**config.mk**
```make
export PLATFORM = sky130hd
export DESIGN_NAME = adc_cal_validator
export DESIGN_NICKNAME = d
export VERILOG_FILES = /design/src/rtl/adc_cal_validator_pkg.sv /design/src/rtl/adc_cal_validator_window.sv /design/src/rtl/adc_cal_validator_stage.sv /design/src/rtl/adc_cal_validator.sv
export SDC_FILE = /design/constraint.sdc
export NUM_CORES = 1
export LEC_CHECK = 0
export ABC_AREA = 1
export BUFFER_PORTS_ARGS = -buffer_cell sky130_fd_sc_hd__buf_4
export CORE_AREA = 2 2 66 115
export CTS_CLUSTER_SIZE = 20
export DETAILED_ROUTE_END_ITERATION = 16
export DIE_AREA = 0 0 68 117
export GPL_TIMING_DRIVEN = 0
export PLACE_DENSITY = 0.74
export REMOVE_ABC_BUFFERS = 1
export SLEW_MARGIN = 25
export SYNTH_ARGS = -nofsm -noshare
export SYNTH_HDL_FRONTEND = slang
export SYNTH_SLANG_ARGS = --single-unit
export TNS_END_PERCENT = 100
```
**constraint.sdc**
```tcl
create_clock -name clk -period 7.2 [get_ports clk]
set_clock_uncertainty 0.2 [all_clocks]
set_input_delay 1.44 -clock clk [delete_from_list [all_inputs] [get_ports clk]]
set_output_delay 1.44 -clock clk [all_outputs]
set_load 0.01 [all_outputs]
```
**src/rtl/adc_cal_validator_pkg.sv**
```systemverilog
package adc_cal_validator_pkg;

  function automatic int max_int(input int a, input int b);
    return (a > b) ? a : b;
  endfunction

  // Half-width of the tolerance window for each weight stage.
  function automatic int stage_margin(input int s);
    case (s)
      0:       return 14;
      1:       return 16;
      2:       return 20;
      default: return 36;
    endcase
  endfunction

  // Constant pulled off the doubled lower word before the window is applied.
  function automatic int stage_adjust(input int s);
    return (s == 2) ? 26 : 0;
  endfunction

  // Stage 0 tracks the base word directly; later stages double it.
  function automatic bit stage_doubles(input int s);
    return s != 0;
  endfunction

endpackage

```
**src/rtl/adc_cal_validator_window.sv**
```systemverilog
module adc_cal_validator_window #(
  parameter int W = 8
) (
  input  logic signed [W-1:0] val,
  input  logic signed [W-1:0] lo,
  input  logic signed [W-1:0] hi,
  output logic                out_of_range
);
  always_comb out_of_range = (val < lo) || (val > hi);
endmodule

```
**src/rtl/adc_cal_validator_stage.sv**
```systemverilog
module adc_cal_validator_stage #(
  parameter int IN_W   = 10,
  parameter int CMP_W  = 13,
  parameter bit DOUBLE = 1'b1,
  parameter int ADJ    = 0,
  parameter int MARGIN = 16
) (
  input  logic [IN_W-1:0] prev_word,
  input  logic [IN_W-1:0] cur_word,
  output logic            stage_fail
);
  localparam int PAD = CMP_W - IN_W;
  localparam logic signed [CMP_W-1:0] ADJ_C    = CMP_W'(ADJ);
  localparam logic signed [CMP_W-1:0] MARGIN_C = CMP_W'(MARGIN);

  logic signed [CMP_W-1:0] prev_s, cur_s, center, lo, hi;

  always_comb begin
    prev_s = $signed({{PAD{1'b0}}, prev_word});
    cur_s  = $signed({{PAD{1'b0}}, cur_word});
    center = (DOUBLE ? (prev_s + prev_s) : prev_s) - ADJ_C;
    lo     = center - MARGIN_C;
    hi     = center + MARGIN_C;
  end

  adc_cal_validator_window #(.W(CMP_W)) u_win (
    .val          (cur_s),
    .lo           (lo),
    .hi           (hi),
    .out_of_range (stage_fail)
  );
endmodule

```
**src/rtl/adc_cal_validator.sv**
```systemverilog
module adc_cal_validator
  import adc_cal_validator_pkg::*;
#(
  parameter int OFS_W    = 16,
  parameter int TRIM_W   = 7,
  parameter int WGT_W    = 10,
  parameter int OFS_MIN  = -48,
  parameter int OFS_MAX  = 22,
  parameter int TA_MIN   = -12,
  parameter int TA_MAX   = 20,
  parameter int TB_MIN   = -16,
  parameter int TB_MAX   = 16,
  parameter int BASE_MIN = 30,
  parameter int BASE_MAX = 120
) (
  input  logic              clk,
  input  logic              rst,
  input  logic              in_valid,
  input  logic [OFS_W-1:0]  ofs_word,
  input  logic [TRIM_W-1:0] trim_a,
  input  logic [TRIM_W-1:0] trim_b,
  input  logic [WGT_W-1:0]  wt_base,
  input  logic [WGT_W-1:0]  wt0,
  input  logic [WGT_W-1:0]  wt1,
  input  logic [WGT_W-1:0]  wt2,
  input  logic [WGT_W-1:0]  wt3,
  output logic              cal_fail
);
  localparam int NSTG  = 4;
  localparam int NCHK  = NSTG + 4;
  localparam int CMP_W = max_int(12, WGT_W + 3);

  localparam logic signed [OFS_W-1:0]  OFS_LO  = OFS_W'(OFS_MIN);
  localparam logic signed [OFS_W-1:0]  OFS_HI  = OFS_W'(OFS_MAX);
  localparam logic signed [TRIM_W-1:0] TA_LO   = TRIM_W'(TA_MIN);
  localparam logic signed [TRIM_W-1:0] TA_HI   = TRIM_W'(TA_MAX);
  localparam logic signed [TRIM_W-1:0] TB_LO   = TRIM_W'(TB_MIN);
  localparam logic signed [TRIM_W-1:0] TB_HI   = TRIM_W'(TB_MAX);
  localparam logic signed [CMP_W-1:0]  BASE_LO = CMP_W'(BASE_MIN);
  localparam logic signed [CMP_W-1:0]  BASE_HI = CMP_W'(BASE_MAX);

  logic [NCHK-1:0]  fail_vec;
  logic [WGT_W-1:0] chain [NSTG+1];
  logic signed [CMP_W-1:0] base_s;

  always_comb begin
    chain[0] = wt_base;
    chain[1] = wt0;
    chain[2] = wt1;
    chain[3] = wt2;
    chain[4] = wt3;
    base_s   = $signed({{(CMP_W-WGT_W){1'b0}}, wt_base});
  end

  adc_cal_validator_window #(.W(OFS_W)) u_ofs (
    .val($signed(ofs_word)), .lo(OFS_LO), .hi(OFS_HI), .out_of_range(fail_vec[0]));

  adc_cal_validator_window #(.W(TRIM_W)) u_ta (
    .val($signed(trim_a)), .lo(TA_LO), .hi(TA_HI), .out_of_range(fail_vec[1]));

  adc_cal_validator_window #(.W(TRIM_W)) u_tb (
    .val($signed(trim_b)), .lo(TB_LO), .hi(TB_HI), .out_of_range(fail_vec[2]));

  adc_cal_validator_window #(.W(CMP_W)) u_base (
    .val(base_s), .lo(BASE_LO), .hi(BASE_HI), .out_of_range(fail_vec[3]));

  for (genvar g = 0; g < NSTG; g++) begin : g_stage
    adc_cal_validator_stage #(
      .IN_W   (WGT_W),
      .CMP_W  (CMP_W),
      .DOUBLE (stage_doubles(g)),
      .ADJ    (stage_adjust(g)),
      .MARGIN (stage_margin(g))
    ) u_stage (
      .prev_word  (chain[g]),
      .cur_word   (chain[g+1]),
      .stage_fail (fail_vec[4+g])
    );
  end

  always_ff @(posedge clk) begin
    if (rst)           cal_fail <= 1'b0;
    else if (in_valid) cal_fail <= |fail_vec;
  end
endmodule

```
### Word-level counts from Yosys, hierarchy flattened

Cells that the tools add are included.

| word-level totals | value |
|---|---|
| register bits | 1 |
| output and inout port bits | 1 |
| word-level logic and storage cells | 38 |

| operators by class | value |
|---|---|
| add/sub/neg operators | 12 |
| $lt $le $gt $ge | 16 |
| reduce and logical (&&, ||, !) cells | 9 |

Operators with widths:

| operator | count |
|---|---|
| 11-bit by 13-bit greater-than comparator with 1-bit output | 4 |
| 11-bit by 13-bit < comparator with 1-bit output | 4 |
| 13-bit by 6-bit subtractor with 13-bit output, second input constant | 3 |
| 10-bit by 10-bit adder with 11-bit output | 3 |
| 13-bit by 6-bit adder with 13-bit output, second input constant | 2 |
| 16-bit by 6-bit greater-than comparator with 1-bit output, second input constant | 1 |
| 16-bit by 7-bit < comparator with 1-bit output, second input constant | 1 |
| 7-bit by 6-bit greater-than comparator with 1-bit output, second input constant | 2 |
| 7-bit by 5-bit < comparator with 1-bit output, second input constant | 2 |
| 13-bit by 7-bit adder with 13-bit output, second input constant | 1 |
| 13-bit by 7-bit subtractor with 13-bit output, second input constant | 1 |
| 10-bit by 4-bit adder with 11-bit output, second input constant | 1 |
| 10-bit by 4-bit subtractor with 11-bit output, second input constant | 1 |
| 10-bit by 7-bit greater-than comparator with 1-bit output, second input constant | 1 |
| 10-bit by 5-bit < comparator with 1-bit output, second input constant | 1 |
| 1-bit logical OR | 8 |
| 8-bit OR reduction | 1 |

### Longest topological paths before layout

| logic depth | value |
|---|---|
| depth after elaboration | 6 |
| mapped depth | 22 |
| mapped depth without buffers | 22 |

### Cells and area by module

From an unflattened synthesis, not the netlist that was laid out.

| unflattened totals | value |
|---|---|
| cell total of the unflattened synthesis | 1240 |
| area total of the unflattened synthesis | 7156.9 um^2 |

By module, submodules not included:

| module | times used | cells each | area an instance (um^2) | seq. area each (um^2) |
|---|---|---|---|---|
| adc_cal_validator_window at g_stage[0].u_stage.u_win ... | 5 | 123 | 733.2 | 0.0 |
| adc_cal_validator_window at u_ofs | 1 | 141 | 862.1 | 0.0 |
| adc_cal_validator_window at u_ta ... | 2 | 67 | 397.9 | 0.0 |
| adc_cal_validator_stage at g_stage[2].u_stage | 1 | 128 | 715.7 | 0.0 |
| adc_cal_validator_stage at g_stage[3].u_stage | 1 | 81 | 396.6 | 0.0 |
| adc_cal_validator_stage at g_stage[0].u_stage | 1 | 80 | 382.9 | 0.0 |
| adc_cal_validator_stage at g_stage[1].u_stage | 1 | 47 | 264.0 | 0.0 |
| adc_cal_validator | 1 | 14 | 73.8 | 20.0 |

### Worst setup path after synthesis

OpenSTA, ideal clock, no wires.

| timing | value |
|---|---|
| path kind | input-to-reg |
| start | input port wt1[0] |
| end | register cal_fail |
| library setup time | 109 ps |
| arrival | 3660 ps |
| path slack | 3231 ps |
| stages on the path | 20 |
| path through | inv_1 -> ha_1 -> xnor2_4 -> ha_1 -> inv_1 -> a21oi_2 -> nand2_1 -> nor2_1 -> xor2_1 -> ha_1 -> nand2_1 -> nor2_1 -> a211oi_1 -> o21ai_0 -> a21oi_1 -> nor2_1 -> nand2_1 -> nand3_1 -> nand2_1 -> inv_1 |

| between the ends | value |
|---|---|
| cells in the longest elaborated chain, start to end | 6 |
| elaborated cells between the ends (all ways) | 11 |
| classes of those cells | 4 x add/sub; 4 x order compare; 3 x reduce/logical |

Ends and longest elaborated chain:

| what | RTL line | source |
|---|---|---|
| start: declaration | adc_cal_validator.sv:24 | `input logic [WGT_W-1:0] wt1,` |
| 10-bit by 10-bit adder with 11-bit output | adc_cal_validator_stage.sv:21 | `center = (DOUBLE ? (prev_s + prev_s) : prev_s) - ADJ_C;` |
| 13-bit by 6-bit subtractor with 13-bit output | adc_cal_validator_stage.sv:21 |  |
| 13-bit by 6-bit subtractor with 13-bit output or 13-bit by 6-bit adder with 13-bit output (tied branches) | adc_cal_validator_stage.sv:22, adc_cal_validator_stage.sv:23 |  |
| 11-bit by 13-bit < comparator with 1-bit output or 11-bit by 13-bit greater-than comparator with 1-bit output (tied branches) | adc_cal_validator_window.sv:9 | `always_comb out_of_range = (val < lo) \|\| (val > hi);` |
| 1-bit logical OR | adc_cal_validator_window.sv:9 |  |
| 8-bit OR reduction * | adc_cal_validator.sv:83 | `else if (in_valid) cal_fail <= \|fail_vec;` |
| end signal: assignment | adc_cal_validator.sv:83 |  |
| end: declaration | adc_cal_validator.sv:27 | `output logic cal_fail` |

Every way passes the cells marked *; elsewhere a longest branch is shown, timed or not.
A chain may end at the register's enable or synchronous reset.

### Final worst setup path

Ends and elaborated chain as after synthesis.

==> results_dict.tcl <==
set metrics [dict create \
    critPathKind "in -> reg" \
    postCtsSetupBuffers 0 \
    crit_fanout 5 \
    drive_gt1_frac 0.177 \
    synthCells 582 \
    run_status "complete, no violations" \
    die_area_sq_mm 0.00796 \
    min_to "cal_fail" \
    max-cap-violations 0 \
    r2r_cells 4 \
    vias 3828 \
    layout_commonest_cell "nand2_1" \
    io_pins 84 \
    n_fill_cell 748 \
    antenna_found_initial 0 \
    hpwl_um 8080 \
    yosys.area.top_type "ha_1" \
    synth.ff_latch_count 1 \
    cts_resized 0 \
    grt_max_degree 11 \
    slew_headroom 0.691 \
    final_nets 813 \
    holdWs_ns 0.357 \
    ant_nets 0 \
    grt_pass1_wl_um 14400 \
    min_period_over_period 0.622 \
    area_growth_syn_to_layout_pct 19.7 \
    dieWidth_um 68 \
    via_per_inst 5.17 \
    diodes 0 \
    r2r_slack_ns 6.38 \
    holdPathStages 4 \
    largest_register_ffs 1 \
    slew_violations 0 \
    top_register "cal_fail" \
    setup_viol 0 \
    grt-ovfl-total 0 \
    r2r-start "cal_fail" \
    multiInputGateArea_sq_mm 0.00305 \
    fin_setup_tns_ns 0 \
    clock_latency_ns 0 \
    hold_buffers 0 \
    required_ns 6.89 \
    power.leakage_nw 2.31 \
    start_util 0.485 \
    hold_path.class "reg -> reg" \
    hold_viol_final 0 \
    final_cell_mix "141 x nand2_1, 83 x buf_4, 79 x inv_1" \
    max_freq_mhz 223 \
    worst_pin_slew_ns 0.460 \
    startpoint_type "input pin" \
    wire_per_inst_um 11.9 \
    globalplace.congestion 0.850 \
    synthTopCellsByArea "ha_1 27%, nand2_1 15%, inv_1 8.6%, xor2_1 7.9%, nor2_1 7.4%" \
    reg.largest.list "cal_fail: 1 flops" \
    coreArea_sq_mm 0.00708 \
    crit_arrival_ns 4.17 \
    grtUsageTotal 0.228 \
    syn_area_per_cell_sq_um 5.90 \
    syn_area_sq_mm 0.00343 \
    regArea_sq_um 20.0 \
    drcViolationCount 0 \
    end_kind "flip-flop" \
    die_h_um 117 \
    port_buffers 83 \
    synth_top_area_share 0.266 \
    layout_min_cycle_time_ns 4.48 \
    p_total_uw 285 \
    ys_warn_count 0 \
    totalWireLength_um 8830 \
    reg2reg_to "cal_fail" \
    path_clk_slew_ns 0 \
    drt_iter0_markers 87 \
    dr.pass1.iters 4 \
    ys_types 36 \
    vdd_drop_max_mv 0.0351 \
    rows 41 \
    grt_pass1_vias 3636 \
    yosysSeqAreaShare 0.00583 \
    rsz0062_at_grt "no" \
    worstHoldStart "cal_fail" \
    p_per_area_mw_per_mm2 69.4 \
]
## report_power, final
group / internal, mW / total (mW) / switching (mW)
clock: 0 / 0 / 0
combinational: 0.121 / 0.279 / 0.157
sequential: 0.00606 / 0.00626 / 0.000194
total: 0.128 / 0.285 / 0.158
## per-layer routing
| layer | vias to the layer above | wire length [um] | track usage |
|---|---|---|---|
| li1 | 2046 | - | - |
| met1 | 1670 | 3040 | 0.204 |
| met2 | 82 | 5130 | 0.488 |
| met3 | 30 | 214 | 0.00860 |
| met4 | 0 | 444 | 0.0973 |
| met5 | - | 0 | 0 |
## critical path, stage by stage
cell	delay, ns
buf_4	0.13
inv_1	0.07
ha_1	0.30
xnor2_4	0.17
ha_1	0.18
inv_1	0.07
a21oi_2	0.31
nand2_1	0.08
nor2_1	0.12
xor2_1	0.16
ha_1	0.27
nand2_1	0.08
nor2_1	0.04
a211oi_1	0.15
o21ai_0	0.13
a21oi_1	0.13
nor2_1	0.06
nand2_1	0.09
nand3_1	0.09
nand2_1	0.06
inv_1	0.03
## cell usage after synthesis
| master | count |
|---|---|
| nor2_1 | 68 |
| a21o_1 | 2 |
| o211ai_1 | 1 |
| inv_1 | 79 |
| nor3_2 | 1 |
| inv_2 | 4 |
| o21ai_0 | 10 |
| nand3b_2 | 1 |
| nor2_2 | 6 |
| clkbuf_1 | 3 |
| o21a_1 | 4 |
| xnor2_4 | 1 |
| a21oi_1 | 33 |
| nand4_2 | 1 |
| xor2_1 | 31 |
| nand3_1 | 46 |
| o21ai_1 | 3 |
| a21oi_2 | 2 |
| nand2_2 | 10 |
| nand2_4 | 2 |
| buf_2 | 5 |
| nand2_1 | 141 |
| buf_6 | 1 |
| o21ai_2 | 1 |
| a211oi_1 | 1 |
| or2_1 | 1 |
| buf_4 | 1 |
| nand3_2 | 3 |
| nor2_4 | 1 |
| nand4_1 | 17 |
| ha_1 | 73 |
| nand3b_1 | 2 |
| xnor2_1 | 12 |
| nor3_1 | 13 |
| dfxtp_1 | 1 |
| a31oi_1 | 1 |
## how the worst max path moves through the flow
stage	slack (ns)	to	depth (start not counted)	from
global placement	2.76	cal_fail	21	wt1[0]
global route	2.40	cal_fail	21	wt1[0]
finish	2.72	cal_fail	21	wt1[0]
detailed placement	2.72	cal_fail	21	wt1[0]
floorplan	3.23	cal_fail	20	wt1[0]
CTS	2.71	cal_fail	21	wt1[0]
## cell families after synthesis
group | share of synthesized area
AO/OA/AOI/OAI | 0.0941
XOR/XNOR | 0.118
adder cells (fa/ha/maj) | 0.266
buffers and inverters | 0.107
flip-flops | 0.00583
AND/OR/NAND/NOR | 0.409
## cell type report
cell class | instances | share of cell area
well taps | 86 | 0.0262
inverters | 83 | 0.0758
multi-input cells | 488 | 0.741
flip-flops and latches | 1 | 0.00487
repair buffers | 83 | 0.152
## metrics by stage
step,cells,instance area [sq um],setup WS (ns),util
2_1_floorplan,572,3380,3.23,-
3_3_place_gp,741,4110,2.76,0.580
3_5_place_dp,741,4110,2.72,0.580
4_1_cts,741,4110,2.71,0.580
5_1_grt,741,4110,2.40,0.580
6_report,741,4110,2.72,0.580
(Power assumes the default switching activity.)
